--- config.mk ---
export PLATFORM = sky130hd
export DESIGN_NAME = tlb_xlate
export DESIGN_NICKNAME = d
export VERILOG_FILES = /design/src/rtl/tlb_pkg.sv /design/src/rtl/tlb_seg_dec.sv /design/src/rtl/tlb_ent_array.sv /design/src/rtl/tlb_prio_enc.sv /design/src/rtl/tlb_xlate.sv
export SDC_FILE = /design/constraint.sdc
export NUM_CORES = 2
export LEC_CHECK = 0
export ABC_AREA = 0
export ABC_CLOCK_PERIOD_IN_PS = 4700
export BUFFER_PORTS_ARGS = -buffer_cell sky130_fd_sc_hd__buf_2
export CAP_MARGIN = 10
export CORE_MARGIN = 3
export CORE_UTILIZATION = 57
export DETAILED_ROUTE_END_ITERATION = 10
export PLACE_DENSITY = 0.76
export SLEW_MARGIN = 20
export SYNTH_ARGS = -nofsm -noshare
export SYNTH_HDL_FRONTEND = slang
export SYNTH_SLANG_ARGS = --single-unit
--- constraint.sdc ---
create_clock -name clk_i -period 4.7 [get_ports clk_i]
set_clock_uncertainty 0.2 [all_clocks]
set_input_delay 0.235 -clock clk_i [delete_from_list [all_inputs] [get_ports clk_i]]
set_output_delay 0.235 -clock clk_i [all_outputs]
set_load 0.02 [all_outputs]
--- src/rtl/tlb_pkg.sv ---
`timescale 1ns/1ps
package tlb_pkg;
  localparam int unsigned VA_W   = 32;
  localparam int unsigned OFF_W  = 12;
  localparam int unsigned VPN_W  = VA_W - OFF_W;
  localparam int unsigned PFN_W  = 20;
  localparam int unsigned ASID_W = 6;
  localparam int unsigned SEG_W  = 3;

  typedef struct packed {
    logic [VPN_W-1:0]  vpn;
    logic [ASID_W-1:0] asid;
    logic [PFN_W-1:0]  pfn;
    logic              dirty;
    logic              refd;
    logic              wr_ok;
  } tlb_ent_t;
endpackage

--- src/rtl/tlb_seg_dec.sv ---
`timescale 1ns/1ps
module tlb_seg_dec (
  input  logic [2:0] top_i,
  output logic       mapped_o,
  output logic       cacheable_o
);
  always_comb begin
    unique casez (top_i)
      3'b0??:  begin mapped_o = 1'b1; cacheable_o = 1'b1; end
      3'b100:  begin mapped_o = 1'b0; cacheable_o = 1'b1; end
      3'b101:  begin mapped_o = 1'b0; cacheable_o = 1'b0; end
      default: begin mapped_o = 1'b1; cacheable_o = 1'b1; end
    endcase
  end
endmodule

--- src/rtl/tlb_ent_array.sv ---
`timescale 1ns/1ps
module tlb_ent_array
  import tlb_pkg::*;
#(
  parameter int unsigned ENTRIES = 64,
  parameter int unsigned IDX_W   = $clog2(ENTRIES)
) (
  input  logic                clk_i,
  input  logic                rst_ni,
  input  logic                flush_i,
  input  logic                fill_en_i,
  input  logic [IDX_W-1:0]    fill_idx_i,
  input  logic                fill_valid_i,
  input  tlb_ent_t            fill_ent_i,
  input  logic [VPN_W-1:0]    look_vpn_i,
  input  logic [ASID_W-1:0]   look_asid_i,
  input  logic [IDX_W-1:0]    sel_idx_i,
  output logic [ENTRIES-1:0]  match_o,
  output tlb_ent_t            sel_ent_o
);
  logic [ENTRIES-1:0] valid_q;
  tlb_ent_t           ent_q [ENTRIES];

  always_ff @(posedge clk_i or negedge rst_ni) begin
    if (!rst_ni)        valid_q <= '0;
    else if (flush_i)   valid_q <= '0;
    else if (fill_en_i) valid_q[fill_idx_i] <= fill_valid_i;
  end

  // payload carries no reset; valid bit gates it
  always_ff @(posedge clk_i) begin
    if (fill_en_i && !flush_i) ent_q[fill_idx_i] <= fill_ent_i;
  end

  for (genvar g = 0; g < ENTRIES; g++) begin : g_cmp
    assign match_o[g] = valid_q[g] && (ent_q[g].vpn == look_vpn_i)
                        && (ent_q[g].asid == look_asid_i);
  end

  assign sel_ent_o = ent_q[sel_idx_i];
endmodule

--- src/rtl/tlb_prio_enc.sv ---
`timescale 1ns/1ps
module tlb_prio_enc #(
  parameter int unsigned ENTRIES = 64,
  parameter int unsigned IDX_W   = $clog2(ENTRIES)
) (
  input  logic [ENTRIES-1:0] match_i,
  output logic [IDX_W-1:0]   idx_o,
  output logic               any_o,
  output logic               multi_o
);
  always_comb begin
    idx_o = '0;
    for (int i = ENTRIES - 1; i >= 0; i--) begin
      if (match_i[i]) idx_o = IDX_W'(i);
    end
  end

  assign any_o   = |match_i;
  // clearing the lowest set bit leaves something iff two or more are set
  assign multi_o = |(match_i & (match_i - ENTRIES'(1)));
endmodule

--- src/rtl/tlb_xlate.sv ---
`timescale 1ns/1ps
module tlb_xlate
  import tlb_pkg::*;
#(
  parameter int unsigned ENTRIES = 64,
  localparam int unsigned IDX_W  = $clog2(ENTRIES)
) (
  input  logic              clk_i,
  input  logic              rst_ni,
  input  logic              req_i,
  input  logic [31:0]       vaddr_i,
  input  logic [5:0]        asid_i,
  input  logic              wr_i,
  output logic [31:0]       paddr_o,
  output logic              hit_o,
  output logic              miss_o,
  output logic              prot_fault_o,
  output logic              mod_fault_o,
  output logic              multi_hit_o,
  output logic              ref_o,
  output logic              cacheable_o,
  input  logic              flush_i,
  input  logic              fill_en_i,
  input  logic [IDX_W-1:0]  fill_idx_i,
  input  logic [19:0]       fill_vpn_i,
  input  logic [5:0]        fill_asid_i,
  input  logic [19:0]       fill_pfn_i,
  input  logic              fill_valid_i,
  input  logic              fill_dirty_i,
  input  logic              fill_ref_i,
  input  logic              fill_wr_ok_i
);
  logic               seg_mapped, seg_cache;
  logic [ENTRIES-1:0] match;
  logic [IDX_W-1:0]   sel_idx;
  logic               any_m, multi_m, look;
  tlb_ent_t           fill_ent, sel_ent;

  assign fill_ent = '{vpn: fill_vpn_i, asid: fill_asid_i, pfn: fill_pfn_i,
                      dirty: fill_dirty_i, refd: fill_ref_i, wr_ok: fill_wr_ok_i};

  tlb_seg_dec i_seg (
    .top_i       (vaddr_i[VA_W-1 -: SEG_W]),
    .mapped_o    (seg_mapped),
    .cacheable_o (seg_cache)
  );

  tlb_ent_array #(.ENTRIES(ENTRIES), .IDX_W(IDX_W)) i_arr (
    .clk_i        (clk_i),
    .rst_ni       (rst_ni),
    .flush_i      (flush_i),
    .fill_en_i    (fill_en_i),
    .fill_idx_i   (fill_idx_i),
    .fill_valid_i (fill_valid_i),
    .fill_ent_i   (fill_ent),
    .look_vpn_i   (vaddr_i[VA_W-1:OFF_W]),
    .look_asid_i  (asid_i),
    .sel_idx_i    (sel_idx),
    .match_o      (match),
    .sel_ent_o    (sel_ent)
  );

  tlb_prio_enc #(.ENTRIES(ENTRIES), .IDX_W(IDX_W)) i_prio (
    .match_i (match),
    .idx_o   (sel_idx),
    .any_o   (any_m),
    .multi_o (multi_m)
  );

  assign look = req_i && seg_mapped;

  always_comb begin
    prot_fault_o = look && any_m && wr_i && !sel_ent.wr_ok;
    mod_fault_o  = look && any_m && wr_i && sel_ent.wr_ok && !sel_ent.dirty;
    hit_o        = look && any_m && !prot_fault_o && !mod_fault_o;
    miss_o       = look && !any_m;
    multi_hit_o  = look && multi_m;
    ref_o        = look && any_m && sel_ent.refd;
    cacheable_o  = req_i && seg_cache;
    if (req_i && !seg_mapped) paddr_o = {{SEG_W{1'b0}}, vaddr_i[VA_W-SEG_W-1:0]};
    else if (hit_o)           paddr_o = {sel_ent.pfn, vaddr_i[OFF_W-1:0]};
    else                      paddr_o = '0;
  end
endmodule

**Word-level counts from Yosys, hierarchy flattened**

Memory sizes are Yosys's and may differ from the RTL's.
Cells that the tools add are included.

- Bits in registers: 64
- RAM bits: 3136
- Input bits: 100
- Output and inout port bits: 39
- Memories: 1

- Add/sub/neg operators: 1
- $lt $le $gt $ge: 2
- Equal/unequal tests: 130
- Muxes and demuxes: 75
- Bitwise gates (word level): 1
- Reduce and logical (&&, ||, !) cells: 153

Memory list:

| memory | depth | width | rd ports | clocked after memory_dff | write ports | RTL line | text |
|---|---|---|---|---|---|---|---|
| i_arr.ent_q | 64 | 49 | 65 | 0 | 1 | tlb_ent_array.sv:22 | `tlb_ent_t ent_q [ENTRIES];` |

Operator list:

| kind | count |
|---|---|
| $eq 20x20->1 | 64 |
| $eq 6x6->1 | 64 |
| $mux 6 | 64 |
| $logic_and 1x1->1 | 143 |
| $mux 64 | 2 |
| $reduce_or 64->1 | 2 |
| $and 64x64->64 | 1 |
| $bwmux 64 | 1 |
| $mux 32 | 2 |
| $sub 64x1->64 const B | 1 |
| $lt 6x7->1 const B | 1 |
| $demux 1 s6 | 1 |
| $eq 3x3->1 const B | 2 |
| $ge 6x1->1 const B | 1 |
| $logic_not 1->1 | 6 |
| $mux 1 | 5 |
| $reduce_bool 2->1 | 1 |
| $reduce_or 2->1 | 1 |

**Longest topological paths before layout**

An unclocked memory read counts as a cell.

- Word-level depth: 75
- Gate-level depth with buffers: 27
- Depth with buffers taken out: 18

**Modules after synthesis**

From an unflattened synthesis, not the netlist that was laid out.

- Cells, all modules: 8308
- Area total of the unflattened synthesis: 143381.3 µm²

By module, submodules not included:

| module | times used | cells an instance | area an instance (µm²) |
|---|---|---|---|
| tlb_ent_array | 1 | 7968 | 141040.3 |
| tlb_prio_enc | 1 | 268 | 1725.4 |
| tlb_xlate | 1 | 70 | 601.8 |
| tlb_seg_dec | 1 | 2 | 13.8 |

**Least setup slack after synthesis**

Ideal clock, no wire load.

- Path kind: input port to output port
- Start point: input asid_i[2]
- End point: output paddr_o[30]
- Data arrival time: 4.759 ns
- Data required time: 4.265 ns
- Setup slack: -0.494 ns
- Stages on the path: 23
- Path buffers: 10
- Cell sequence: buf_4 buf_2 buf_2 xnor2_1 nand4_1 nor4_1 nand4_1 and3_1 a211o_1 a211oi_1 o211ai_1 buf_4 buf_4 buf_4 buf_4 buf_4 buf_2 buf_4 a211oi_1 a21oi_1 mux2i_1 nand2_1 a311oi_1

- Longest elaborated chain between the ends: 74
- Elaborated cells on any way between the ends: 207
- Those cells by class: 64 x eq/ne; 66 x mux; 76 x reduce/logical; 1 x memory

RTL lines:

| what | RTL line | text |
|---|---|---|
| start, declared | tlb_xlate.sv:12 | `input logic [5:0] asid_i,` |
| $eq 6x6->1 | tlb_ent_array.sv:37 | `&& (ent_q[g].asid == look_asid_i);` |
| $logic_and 1x1->1 | tlb_ent_array.sv:37 |  |
| $mux 6 (64 in a row) | tlb_prio_enc.sv:14 | `if (match_i[i]) idx_o = IDX_W'(i);` |
| $mem_v2 64x49 | -- |  |
| $logic_not 1->1 | tlb_xlate.sv:73 | `prot_fault_o = look && any_m && wr_i && !sel_ent.wr_ok;` |
| $logic_and 1x1->1 | tlb_xlate.sv:73 |  |
| $logic_not 1->1 | tlb_xlate.sv:75 | `hit_o = look && any_m && !prot_fault_o && !mod_fault_o;` |
| $logic_and 1x1->1 (2 in a row) | tlb_xlate.sv:75 |  |
| $mux 32 * | tlb_xlate.sv:81 | `else if (hit_o) paddr_o = {sel_ent.pfn, vaddr_i[OFF_W-1:0]};` |
| $mux 32 * | tlb_xlate.sv:80 | `if (req_i && !seg_mapped) paddr_o = {{SEG_W{1'b0}}, vaddr_i[VA_W-SEG_W-1:0]};` |
| end, declared | tlb_xlate.sv:14 | `output logic [31:0] paddr_o,` |

Every way passes the cells marked *; elsewhere a longest branch is shown, timed or not.

==> impl_metrics.py <==
metrics = {
    "clocking": {
        "cts_tree": "built",
        "numCtsBuffers": 340,
        "htreeDepth": 5,
        "cts-root-buf": "clkbuf_16",
        "clock_latency_ps": 960,
        "cts_sinks": 3200,
        "path_clk_slew_ps": 60,
        "clock_path_buffers": 4,
    },
    "worst_setup_path": {
        "cp_max_fo": 4,
        "cp.required_ps": 4260,
        "path_delay_family": "compound AO/OA/AOI/OAI gates",
        "max_stage_delay_ps": 540,
        "cp_slowest_cell": "o41a_4",
        "crit_type": "flop to output port",
        "worstSetupStartpointType": "flop",
        "critPathMostFrequentCell": "buf_4",
        "path_buf_inv": 6,
        "arrival_ps": 6500,
        "setup.worst_path.end_class": "output port",
        "worstPathCellList": "xor2_2, or4_4, nor4_4, and4_4, a311o_1, o211ai_1, a211o_2, a211oi_2, o211ai_1, clkbuf_16, buf_4, buf_4, mux2i_1, a222oi_1, nand2_1, a41o_1, o41a_4, buf_6, a311oi_2, buf_4, buf_6",
    },
    "yosys": {
        "synthMuxAreaShare_pct": 5.29,
        "synth_top_family_by_area": "XOR/XNOR gates",
        "synth_edf_count": 3136,
        "synth_top_area_cell": "edfxtp_1",
        "async_reset_ff_share_pct": 2.00,
        "synth_cells": 9183,
        "synth-compound-area-share_pct": 4.20,
        "synthAdderAreaFrac_pct": 0,
        "netlist_area_um2": 139000,
        "yosys.area_share.simple_pct": 9.02,
        "synth_nets": 9283,
        "syn_area_per_cell_um2": 15.1,
        "yosys.area_share.xor_xnor_pct": 10.5,
        "yosys_register_bits": 3200,
        "ys_warn_count": 0,
        "ys_seq_area_share_pct": 68.9,
        "ys_top_cells_by_area": "edfxtp_1 (68%), xnor2_1 (5.9%), xor2_1 (4.5%), mux2i_1 (3.5%), nand4_1 (2.7%)",
        "ys.flop_type": "edfxtp_1",
        "netlist-cell-type-count": 105,
        "synth_top_area_share_pct": 67.8,
    },
    "floorplanning": {
        "initial_core_util_pct": 57.6,
        "dieHeight_um": 500,
        "die_area_um2": 250000,
        "io_pins": 139,
        "coreArea_um2": 241000,
        "num_rows": 180,
        "dieWidth_um": 500,
    },
    "power_and_ir_drop": {
        "cellLeakagePower_uw": 0.0612,
        "p_per_area_nw_per_um2": 361,
        "ir_drop_mv": 0.415,
    },
    "route": {
        "ant_nets": 0,
        "avgRoutedWirePerCell_um": 35.6,
        "vias_per_cell": 6.74,
        "drc": 0,
        "drt-total-wl_mm": 520,
        "drt_iter0_drc": 16600,
        "vias": 98500,
        "firstDrtPassIters": 6,
    },
    "grt": {
        "grt_use_total_pct": 40.8,
        "antenna_found_initial": 24,
        "grt_pass1_vias": 96500,
        "grt-ovfl-total": 0,
        "grt_pass1_wl_mm": 716,
        "grt_max_degree": 81,
    },
    "placement": {
        "dpl.cell_count": 13900,
        "port_buffers": 138,
        "post-dp-hpwl_mm": 324,
        "routabilityCongestion": 1.04,
    },
    "timing": {
        "tightest_slew_ps": 1290,
        "hold_viol": 0,
        "timing.final.crit_share_pct": 148,
        "final.setup.worst_slack_ps": -2240,
        "worst_hold_slack_ps": 55.9,
        "drv_slew": 0,
        "period_minus_slack_ps": 6940,
        "fmax_mhz": 144,
        "max_slew_margin_pct": 13.7,
        "rsz0062_at_grt": "yes",
        "setup_viol": 38,
    },
    "final_layout": {
        "final_cells": 14600,
        "syn_to_final_growth_pct": 23.3,
        "final_cell_mix": "edfxtp_1 (3136), buf_4 (1663), xnor2_1 (922)",
        "layout_commonest_cell": "edfxtp_1",
        "final_nets": 11300,
        "drive_above_1_share_pct": 26.3,
    },
    "outcome": {
        "status": "complete, but fails checks",
        "violations": "setup timing",
    },
    "hold_path": {
        "hp-class": "input port to flop",
    },
    "run": {
        "maxCapViolations": 0,
    },
}
==> sequential cells by signal, summed over array words and instances (netlist names) <==
register,cells
i_arr.valid_q,64
i_arr.ent_q,3136
==> path summary, 6_finish.rpt <==
| check | start | endpoint | slack, ps | cells past startpoint |
|---|---|---|---|---|
| worst max-delay path | i_arr.ent_q[59][36] | paddr_o[30] | -2240 | 21 |
| worst min-delay path | fill_vpn_i[1] | i_arr.ent_q[2][30] | 60 | 2 |
| worst max register to register | i_arr.valid_q[31] | i_arr.valid_q[31] | 3040 | 4 |
| worst min register to register | i_arr.valid_q[10] | i_arr.valid_q[10] | 380 | 2 |
| max in group asynchronous | rst_ni | i_arr.valid_q[0] | 3480 | 4 |
| min in group asynchronous | rst_ni | i_arr.valid_q[13] | 230 | 4 |
==> through the flow <==
stage / area [µm²] / setup WS (ps) / power [µW] / util [%] / setup TNS [ps]
floorplan: 140000 / -284 / 33500 / - / -5470
global placement: 157000 / -1780 / 35500 / 65.1 / -59170
detailed placement: 157000 / -1810 / 35600 / 65.1 / -62070
CTS: 171000 / -2050 / 61600 / 70.6 / -71220
global route: 171000 / -2330 / 62900 / 70.9 / -80960
finish: 171000 / -2240 / 61800 / 71.0 / -79060
==> kinds of logic after synthesis <==
group / count (synthesis)
xor gates and xnor gates: 1660
and+or+nand+nor: 2273
AOI/OAI and AO/OA: 884
buffers and inverters: 466
DFF: 3200
muxes: 700
==> area by class of cell <==
class | count | area [µm²]
Sequential cell | 3200 | 95800
Fill cell | 15200 | 70100
Multi-Input combinational cell | 5517 | 42100
Timing Repair Buffer | 2059 | 18400
Clock buffer | 407 | 8960
Tap cell | 3185 | 3990
Clock inverter | 191 | 1820
Inverter | 34 | 140
Antenna cell | 26 | 65.1
==> layer usage <==
| layer | up-vias | share of wire, % | GRT usage (%) |
|---|---|---|---|
| met5 | - | 0.0065 | 0 |
| met4 | 6 | 8.5 | 28.1 |
| met3 | 2088 | 14 | 10.0 |
| met2 | 8368 | 44 | 60.7 |
| met1 | 48700 | 34 | 53.2 |
| li1 | 39400 | - | - |
==> report_power, final <==
group          total (µW)  switching [µW]  leakage (µW)  internal (µW)
logic                3830            2550        0.0268           1280
registers           31500            38.9        0.0291          31400
clock network       26500           11200       0.00527          15400
total               61800           13800        0.0612          48100
==> worst reg2reg max path, stage by stage, from the launching register on <==
cell and delay (ps):
dfrtp_1 410, buf_4 160, o21ai_0 80, a21oi_1 100
dlygate4sd3_1 590
==> what timing repair did <==
action                                  in CTS  in global routing
hold endpoints to repair                  2754                  0
endpoints found under the setup margin      38                 38
buffers inserted                            40                 24
gates resized for setup                    269                 89
pin swaps                                   62                 66
cloned                                      10                  5
hold buffers                                69                  0
==> Yosys cell counts, drive strengths merged, types with 110 or more instances <==
master and n:
mux2 202, buf 310, nand4 593, o21ai 211
a21oi 218, xnor2 943, nor2 397, nand3 186
xor2 717, clkbuf 122, or4 110, nor4 245
edfxtp 3136, nand2 337, nor3 121, mux2i 491
Note: power is estimated with default switching activity, not from simulation.
